`src/rtl/srate_pkg.sv`:
```
package srate_pkg;

    // Sequencer states of the strobe generator
    typedef enum logic [1:0] {
        ST_LOAD = 2'd0,   // first cycle after reset: pick the initial setting
        ST_RUN  = 2'd1,   // counting down the current period
        ST_FIRE = 2'd2    // strobe cycle, boundary for a new setting
    } seq_state_t;

    // Packed description of an active rate setting
    typedef struct packed {
        logic [3:0] code;
        logic       dbl;
    } rate_set_t;

endpackage

```
`src/rtl/srate_cfg_check.sv`:
```
module srate_cfg_check #(
    parameter int CODE_W   = 4,
    parameter int MAX_CODE = 10,
    localparam int CFG_W   = 2 * CODE_W
) (
    input  logic [CFG_W-1:0]  cfg,
    output logic [CODE_W-1:0] code,
    output logic              mismatch,
    output logic              out_of_range,
    output logic              cfg_ok
);

    logic [CODE_W-1:0] hi_code;
    logic [CODE_W-1:0] lo_code;

    always_comb begin
        hi_code      = cfg[CFG_W-1:CODE_W];
        lo_code      = cfg[CODE_W-1:0];
        mismatch     = (hi_code != lo_code);
        out_of_range = (lo_code > CODE_W'(MAX_CODE));
        cfg_ok       = !mismatch && !out_of_range;
        code         = lo_code;
    end

endmodule

```
`src/rtl/srate_period_calc.sv`:
```
module srate_period_calc #(
    parameter int CODE_W   = 4,
    parameter int BASE_CYC = 64,
    parameter int PW       = 11
) (
    input  logic [CODE_W-1:0] code,
    input  logic              dbl,
    output logic [PW-1:0]     period
);

    // Ratio 1 + k/2 scaled by two gives (k + 2) half-steps
    logic [PW-1:0] half_steps;
    logic [PW-1:0] unit_cyc;

    always_comb begin
        half_steps = PW'(code) + PW'(2);
        unit_cyc   = dbl ? PW'(BASE_CYC) : PW'(2 * BASE_CYC);
        period     = half_steps * unit_cyc;
    end

endmodule

```
`src/rtl/srate_seq.sv`:
```
module srate_seq
    import srate_pkg::*;
#(
    parameter int CODE_W   = 4,
    parameter int PW       = 11,
    parameter int DEF_CODE = 0,
    parameter bit DEF_DBL  = 1'b0
) (
    input  logic              clk,
    input  logic              rst_n,
    input  logic              cfg_ok,
    input  logic [CODE_W-1:0] code_in,
    input  logic              dbl_in,
    input  logic [PW-1:0]     period,
    output logic [CODE_W-1:0] sel_code,
    output logic              sel_dbl,
    output logic              strobe,
    output logic              err_flag
);

    seq_state_t        state_q;
    seq_state_t        state_d;
    logic [PW-1:0]     cnt_q;
    logic [CODE_W-1:0] act_code_q;
    logic              act_dbl_q;
    logic              load;

    // Setting that would be latched at a boundary in this cycle
    always_comb begin
        sel_code = cfg_ok ? code_in : act_code_q;
        sel_dbl  = cfg_ok ? dbl_in  : act_dbl_q;
    end

    // Next-state logic
    always_comb begin
        state_d = state_q;
        load    = 1'b0;
        unique case (state_q)
            ST_LOAD: begin
                state_d = ST_RUN;
                load    = 1'b1;
            end
            ST_RUN: begin
                if (cnt_q == '0) begin
                    state_d = ST_FIRE;
                end
            end
            ST_FIRE: begin
                state_d = ST_RUN;
                load    = 1'b1;
            end
            default: begin
                state_d = ST_LOAD;
            end
        endcase
    end

    // State register, counter and active setting
    always_ff @(posedge clk or negedge rst_n) begin
        if (!rst_n) begin
            state_q    <= ST_LOAD;
            cnt_q      <= '0;
            act_code_q <= CODE_W'(DEF_CODE);
            act_dbl_q  <= DEF_DBL;
        end else begin
            state_q <= state_d;
            if (load) begin
                // FIRE is entered P-1 edges after the load edge
                cnt_q      <= period - PW'(2);
                act_code_q <= sel_code;
                act_dbl_q  <= sel_dbl;
            end else if (state_q == ST_RUN && cnt_q != '0) begin
                cnt_q <= cnt_q - PW'(1);
            end
        end
    end

    // Registered configuration error flag
    always_ff @(posedge clk or negedge rst_n) begin
        if (!rst_n) begin
            err_flag <= 1'b0;
        end else begin
            err_flag <= !cfg_ok;
        end
    end

    // Output decode
    always_comb begin
        strobe = (state_q == ST_FIRE);
    end

endmodule

```
`src/rtl/srate_strobe_gen.sv`:
```
module srate_strobe_gen #(
    parameter int CODE_W   = 4,
    parameter int MAX_CODE = 10,
    parameter int BASE_CYC = 64,
    parameter int DEF_CODE = 0,
    localparam int CFG_W   = 2 * CODE_W,
    localparam int PER_MAX = BASE_CYC * 2 * (MAX_CODE + 2),
    localparam int PW      = $clog2(PER_MAX + 1)
) (
    input  logic             clk,
    input  logic             rst_n,
    input  logic [CFG_W-1:0] cfg_byte,
    input  logic             dbl_rate,
    output logic             sample_en,
    output logic             cfg_err
);

    logic [CODE_W-1:0] dec_code;
    logic              dec_mismatch;
    logic              dec_range;
    logic              dec_ok;
    logic [CODE_W-1:0] sel_code;
    logic              sel_dbl;
    logic [PW-1:0]     sel_period;

    srate_cfg_check #(
        .CODE_W   (CODE_W),
        .MAX_CODE (MAX_CODE)
    ) u_check (
        .cfg          (cfg_byte),
        .code         (dec_code),
        .mismatch     (dec_mismatch),
        .out_of_range (dec_range),
        .cfg_ok       (dec_ok)
    );

    srate_period_calc #(
        .CODE_W   (CODE_W),
        .BASE_CYC (BASE_CYC),
        .PW       (PW)
    ) u_calc (
        .code   (sel_code),
        .dbl    (sel_dbl),
        .period (sel_period)
    );

    srate_seq #(
        .CODE_W   (CODE_W),
        .PW       (PW),
        .DEF_CODE (DEF_CODE),
        .DEF_DBL  (1'b0)
    ) u_seq (
        .clk      (clk),
        .rst_n    (rst_n),
        .cfg_ok   (dec_ok),
        .code_in  (dec_code),
        .dbl_in   (dbl_rate),
        .period   (sel_period),
        .sel_code (sel_code),
        .sel_dbl  (sel_dbl),
        .strobe   (sample_en),
        .err_flag (cfg_err)
    );

endmodule

```
`config.mk`:
```
export PLATFORM = sky130hd
export DESIGN_NAME = srate_strobe_gen
export DESIGN_NICKNAME = d
export VERILOG_FILES = /design/src/rtl/srate_pkg.sv /design/src/rtl/srate_cfg_check.sv /design/src/rtl/srate_period_calc.sv /design/src/rtl/srate_seq.sv /design/src/rtl/srate_strobe_gen.sv
export SDC_FILE = /design/constraint.sdc
export NUM_CORES = 1
export LEC_CHECK = 0
export ABC_AREA = 0
export BUFFER_PORTS_ARGS = -buffer_cell sky130_fd_sc_hd__buf_4
export CAP_MARGIN = 20
export CORE_ASPECT_RATIO = 0.5
export CORE_UTILIZATION = 38
export DETAILED_ROUTE_END_ITERATION = 10
export PLACE_DENSITY_LB_ADDON = 0.12
export SYNTH_ARGS = -nofsm -noshare
export SYNTH_HDL_FRONTEND = slang
export SYNTH_SLANG_ARGS = --single-unit
```
`constraint.sdc`:
```
create_clock -name clk -period 5 [get_ports clk]
set_clock_uncertainty 0.15 [all_clocks]
set_input_delay 1 -clock clk [delete_from_list [all_inputs] [get_ports clk]]
set_output_delay 1 -clock clk [all_outputs]
set_load 0.01 [all_outputs]
```
**Word level (Yosys, flattened, before mapping)**

Index checks and enable logic that the tools add are counted.

- Bits in latches: 0
- Output and inout port bits: 2
- Register bits: 19
- Memory bits (writable): 0
- Memories kept: 0
- Input bits: 11
- Bits in read-only memories: 0

- Divide/modulo/power cells: 0
- Multipliers: 1
- Reductions and logical operators: 10
- $add $sub $neg: 3
- Multiplexer cells: 8
- Equal/unequal tests: 4
- Order comparisons: 1
- Shift operators: 0
- Bitwise gates (word level): 0

Operator list:

| kind | number |
|---|---|
| 11-bit two-way mux | 2 |
| 11-bit zero test | 1 |
| 11-bit by 11-bit multiplier with 11-bit output | 1 |
| 11-bit nonzero test | 1 |
| 11-bit by 1-bit subtractor with 11-bit output, second input constant | 1 |
| 11-bit by 2-bit subtractor with 11-bit output, second input constant | 1 |
| 8-bit two-way mux | 1 |
| 4-bit by 2-bit adder with 5-bit output, second input constant | 1 |
| 4-bit > comparator, second input constant | 1 |
| 4-bit two-way mux | 1 |
| 4-bit != test | 1 |
| 2-bit case mux with 2 select lines | 1 |
| 1-bit zero test | 3 |
| 2-bit by 1-bit equality test with 1-bit output, second input constant | 1 |
| 2-bit equality test, second input constant | 1 |
| 1-bit logical AND | 2 |
| 2-bit zero test | 1 |
| 1-bit two-way mux | 2 |
| 2-bit two-way mux | 1 |
| 2-bit by 1-bit != test with 1-bit output, second input constant | 1 |
| 2-bit nonzero test | 1 |
| 2-bit OR reduction | 1 |

**Depth between registers and ports, before layout**

- Depth after elaboration: 8
- Gate-level depth with buffers: 18
- Mapped depth without buffers: 17

**Modules after synthesis**

From an unflattened synthesis, not the netlist that was laid out.

- Cells, all modules: 161
- Area, all modules: 1493.9 um^2

Modules (own cells, without submodules):

| module | area each (um^2) | times used | cells an instance |
|---|---|---|---|
| srate_seq | 1217.4 | 1 | 125 |
| srate_period_calc | 190.2 | 1 | 24 |
| srate_cfg_check | 86.3 | 1 | 12 |

**Worst setup path after synthesis**

Ideal clock, no wire load.

- Kind: input port to flip-flop
- Start point: input cfg_byte[2]
- End point: register u_seq.cnt_q[10]
- Library setup time: 0.140 ns
- Path buffers: 1
- Arrival time: 4.741 ns
- Stages on the path: 17
- Path slack: -0.031 ns
- Path through: xor2_1 > nor4_2 > o21ai_2 > buf_4 > mux2_2 > ha_1 > inv_1 > o21a_1 > fa_1 > ha_1 > fa_1 > xor2_1 > xnor2_1 > inv_1 > a22o_1 > a2111oi_2 > a211oi_2

- Word-level cells in the longest chain between the ends: 8
- Elaborated cells between the ends (all ways): 12

RTL lines:

| element | line | RTL |
|---|---|---|
| start, declared | srate_strobe_gen.sv:12 | `input logic [CFG_W-1:0] cfg_byte,` |
| 4-bit > comparator or 4-bit != test (tied branches) | srate_cfg_check.sv:20, srate_cfg_check.sv:19 |  |
| 1-bit zero test | srate_cfg_check.sv:21 | `cfg_ok = !mismatch && !out_of_range;` |
| 1-bit logical AND | srate_cfg_check.sv:21 |  |
| 4-bit two-way mux (*) | srate_seq.sv:30 | `sel_code = cfg_ok ? code_in : act_code_q;` |
| named net sel_code[2] | srate_strobe_gen.sv:22 | `logic [CODE_W-1:0] sel_code;` |
| 4-bit by 2-bit adder with 5-bit output (*) | srate_period_calc.sv:16 | `half_steps = PW'(code) + PW'(2);` |
| 11-bit by 11-bit multiplier with 11-bit output (*) | srate_period_calc.sv:18 | `period = half_steps * unit_cyc;` |
| 11-bit by 2-bit subtractor with 11-bit output (*) | srate_seq.sv:69 | `cnt_q <= period - PW'(2);` |
| 11-bit two-way mux (*) | srate_seq.sv:67 | `if (load) begin` |
| end signal, assigned | srate_seq.sv:69 |  |
| end signal, assigned | srate_seq.sv:73 | `cnt_q <= cnt_q - PW'(1);` |
| end, declared | srate_seq.sv:23 | `logic [PW-1:0] cnt_q;` |

Mark *: on every way through the listed nets, which the timed path passes. The rest lies on a longest branch.
A chain may end at the register's enable or synchronous reset.

**Worst setup path in the final report**

Same ends and word-level chain as after synthesis.

==> metrics.md <==
| Metric | Value |
|---|---|
| WL/cell | 12.8 um |
| Die Width | 85.2 um |
| Clock Sinks | 19 |
| DP Area | 1490 sq um |
| Root buf cell | clkbuf_8 |
| CTS Buf Count | 3 |
| I/O Buffers | 12 |
| Top cells by area, synth | dfrtp_1, fa_1, mux2_2, nor2_1, ha_1 |
| First-pass GRT wire length | 4630 um |
| Critical Path Fanout Max | 4 |
| First drt pass iteration count | 2 |
| TNS Setup | 0 ns |
| GR Util All Layers | 16.7% |
| Cell Rows | 14 |
| Endpoints failing hold | 0 |
| Detailed Route Iter0 Violations | 32 |
| Antenna cells | 0 |
| LEAKAGE | 0.695 nW |
| Share of cells above drive strength 1 | 24.4% |
| Final wirelength | 2500 um |
| Die height | 43.6 um |
| Antenna violations before repair | 0 |
| Post-synth EDFFs | 0 |
| Critical path's top delay family | adder cells |
| Post-DP HPWL | 1880 um |
| Finished Cell Area | 1570 sq um |
| DR vias/cell | 5.10 |
| Worst-path cell chain | buf_4 > xor2_1 > nor4_2 > o21ai_2 > mux2_4 > ha_4 > inv_1 > o21a_1 > fa_1 > ha_1 > fa_1 > xor2_1 > xnor2_1 > buf_4 > nor2_1 > a22o_1 > o2111a_1 > a211oi_2 |
| PnR Total Power | 0.392 mW |
| WS Path Type | input pin to flip-flop |
| Full die area | 3710 sq um |
| Area Overhead vs Synth | 19.2% |
| Sequential fraction of the synthesis area | 36.2% |
| Crit end category | flip-flop |
| Max stage delay on crit path | 0.48 ns |
| Worst VDD drop | 0.0000894 V |
| Layout Nets | 175 |
| Synth cell types | 40 |
| Largest net degree at the start of global routing | 20 |
| Final Max Tran Viols | 0 |
| WP buf/inv | 3 |
| FF+latch count, synth | 19 |
| P per Cell Area | 250 nW/um^2 |
| WP data required | 5.04 ns |
| Tcrit/Tclk final | 95.8% |
| Syn avg cell area | 9.66 sq um |
| Slew headroom | 61.8% |
| Post-route ant nets | 0 |
| Hold-fix buffers, CTS | 0 |
| Number of I/O pins | 13 |
| Unrepaired setup endpoints after global routing | false |
| Drt drc | 0 |
| Core area | 3140 sq um |
| Area leader, netlist | dfrtp_1 |
| Top_reg_cell synth | dfrtp_1 |
| Clk_lat worst skew | 0.26 ns |
| Commonest cells after routing, fill and taps aside | dfrtp_1, buf_4, nor2_1 |
| Critical Path AT | 4.83 ns |
| Max-cap viol count | 0 |
| Worst slew pin tran | 0.572 ns |
| Synth Instances | 136 |
| Initial Utilization | 41.9% |
| H-tree depth | 1 |
| Fmax | 0.209 GHz |
| CP startpoint kind | input pin |
| Vias post-DR | 999 |
| TritonCTS clock tree | built |
| Asr flop ratio synth | 100% |
| Gp weighted congestion | 0.746 |
| Minimum clock period | 4.79 ns |
| Cell area after synthesis | 1310 sq um |
| Yosys warning count | 0 |
| Maximum buffer depth of the clock tree | 2 |
| Setup-failing EPs final | 0 |
| Clk slew on worst S/H paths | 0.08 ns |
| Worst min path class | flip-flop to flip-flop |
| Synth top area share | 36.2% |
| Slowest CP cell | fa_1 |
| Most common cell after layout, fill and taps aside | dfrtp_1 |
| Vias in the first global route | 1021 |
| Status | finished clean |
| Total global routing overflow | 0 |
## flip-flops by register name, summed over array words and instances, names as in the netlist
signal	count
u_seq.act_code_q	4
u_seq.err_flag	1
u_seq.act_dbl_q	1
u_seq.state_q	2
u_seq.cnt_q	11
## logic make-up (layout without fill, tap and decap cells)
logic type	count (synthesis)	count (layout)	synth area share, %
AOI/OAI and AO/OA	29	29	17.2
xor gates and xnor gates	9	9	6.00
DFF	19	19	36.2
buffers and inverters	15	34	5.14
and+or+nand+nor	45	45	17.0
adders and majority gates	7	7	8.38
muxes	11	11	9.81
other	1	2	0.285
## synth_stat cells (2+ instances only)
master,count
a2bb2oi_1,2
or3_1,2
nor2_1,14
ha_1,4
mux2_2,5
inv_1,12
nand3_1,5
o21ai_0,6
nor4_1,2
mux2i_1,5
nor3_1,4
dfrtp_1,19
nand2_1,11
xor2_1,5
xnor2_1,4
and3_1,2
fa_1,3
a21oi_1,5
o21ai_1,5
## cell type report
cell class / count / area, sq um
well taps: 40 / 50.0
flip-flops and latches: 19 / 475
multi-input cells: 103 / 815
fillers: 295 / 1570
clock inverters: 1 / 5.00
inverters: 12 / 45.0
clock buffers: 3 / 41.3
repair buffers: 18 / 135
## what timing repair did
item,CTS,global route
gates resized for setup,0,3
endpoints found under the setup margin,0,1
setup buffers,0,1
## routing by layer
metal / routed length [um] / vias up / track usage [%]
li1: - / 513 / -
met1: 1280 / 467 / 21.8
met2: 1130 / 17 / 27.1
met3: 80 / 2 / 4.57
met4: 10 / 0 / 6.10
met5: 0 / - / 0
## path summary, 6_finish.rpt
check	startpoint	end	slack [ns]	depth (start not counted)
hold reg to reg	u_seq.cnt_q[9]	u_seq.cnt_q[9]	0.33	2
setup / recovery	cfg_byte[2]	u_seq.cnt_q[10]	0.21	18
max in group asynchronous	rst_n	u_seq.cnt_q[9]	4.05	1
hold / removal	u_seq.cnt_q[9]	u_seq.cnt_q[9]	0.33	2
min in group asynchronous	rst_n	u_seq.cnt_q[2]	0.45	1
setup reg to reg	u_seq.act_code_q[2]	u_seq.cnt_q[10]	1.33	14
## worst min-delay path, cell delays in order, from the launching register on
cell and delay, ns:
dfrtp_1 0.34, o21ai_1 0.06, nand2_1 0.05
## power by group
group	switching, mW	leakage (nW)	internal, mW
clock	0.0574	0.0255	0.0556
combinational	0.0500	0.450	0.0525
sequential	0.0115	0.219	0.165
total	0.119	0.695	0.273
## per-stage QoR
step	hold slack, ns	utilization [%]	cells	setup WS (ns)
final	0.328	50.0	196	0.210
after global routing	0.364	50.0	196	0.0169
after CTS	0.335	48.8	195	0.191
after detailed placement	0.317	47.4	191	-0.0847
after global placement	0.328	47.4	191	-0.0188
after floorplan	0.289	-	137	0.0135
(Power assumes the default switching activity.)
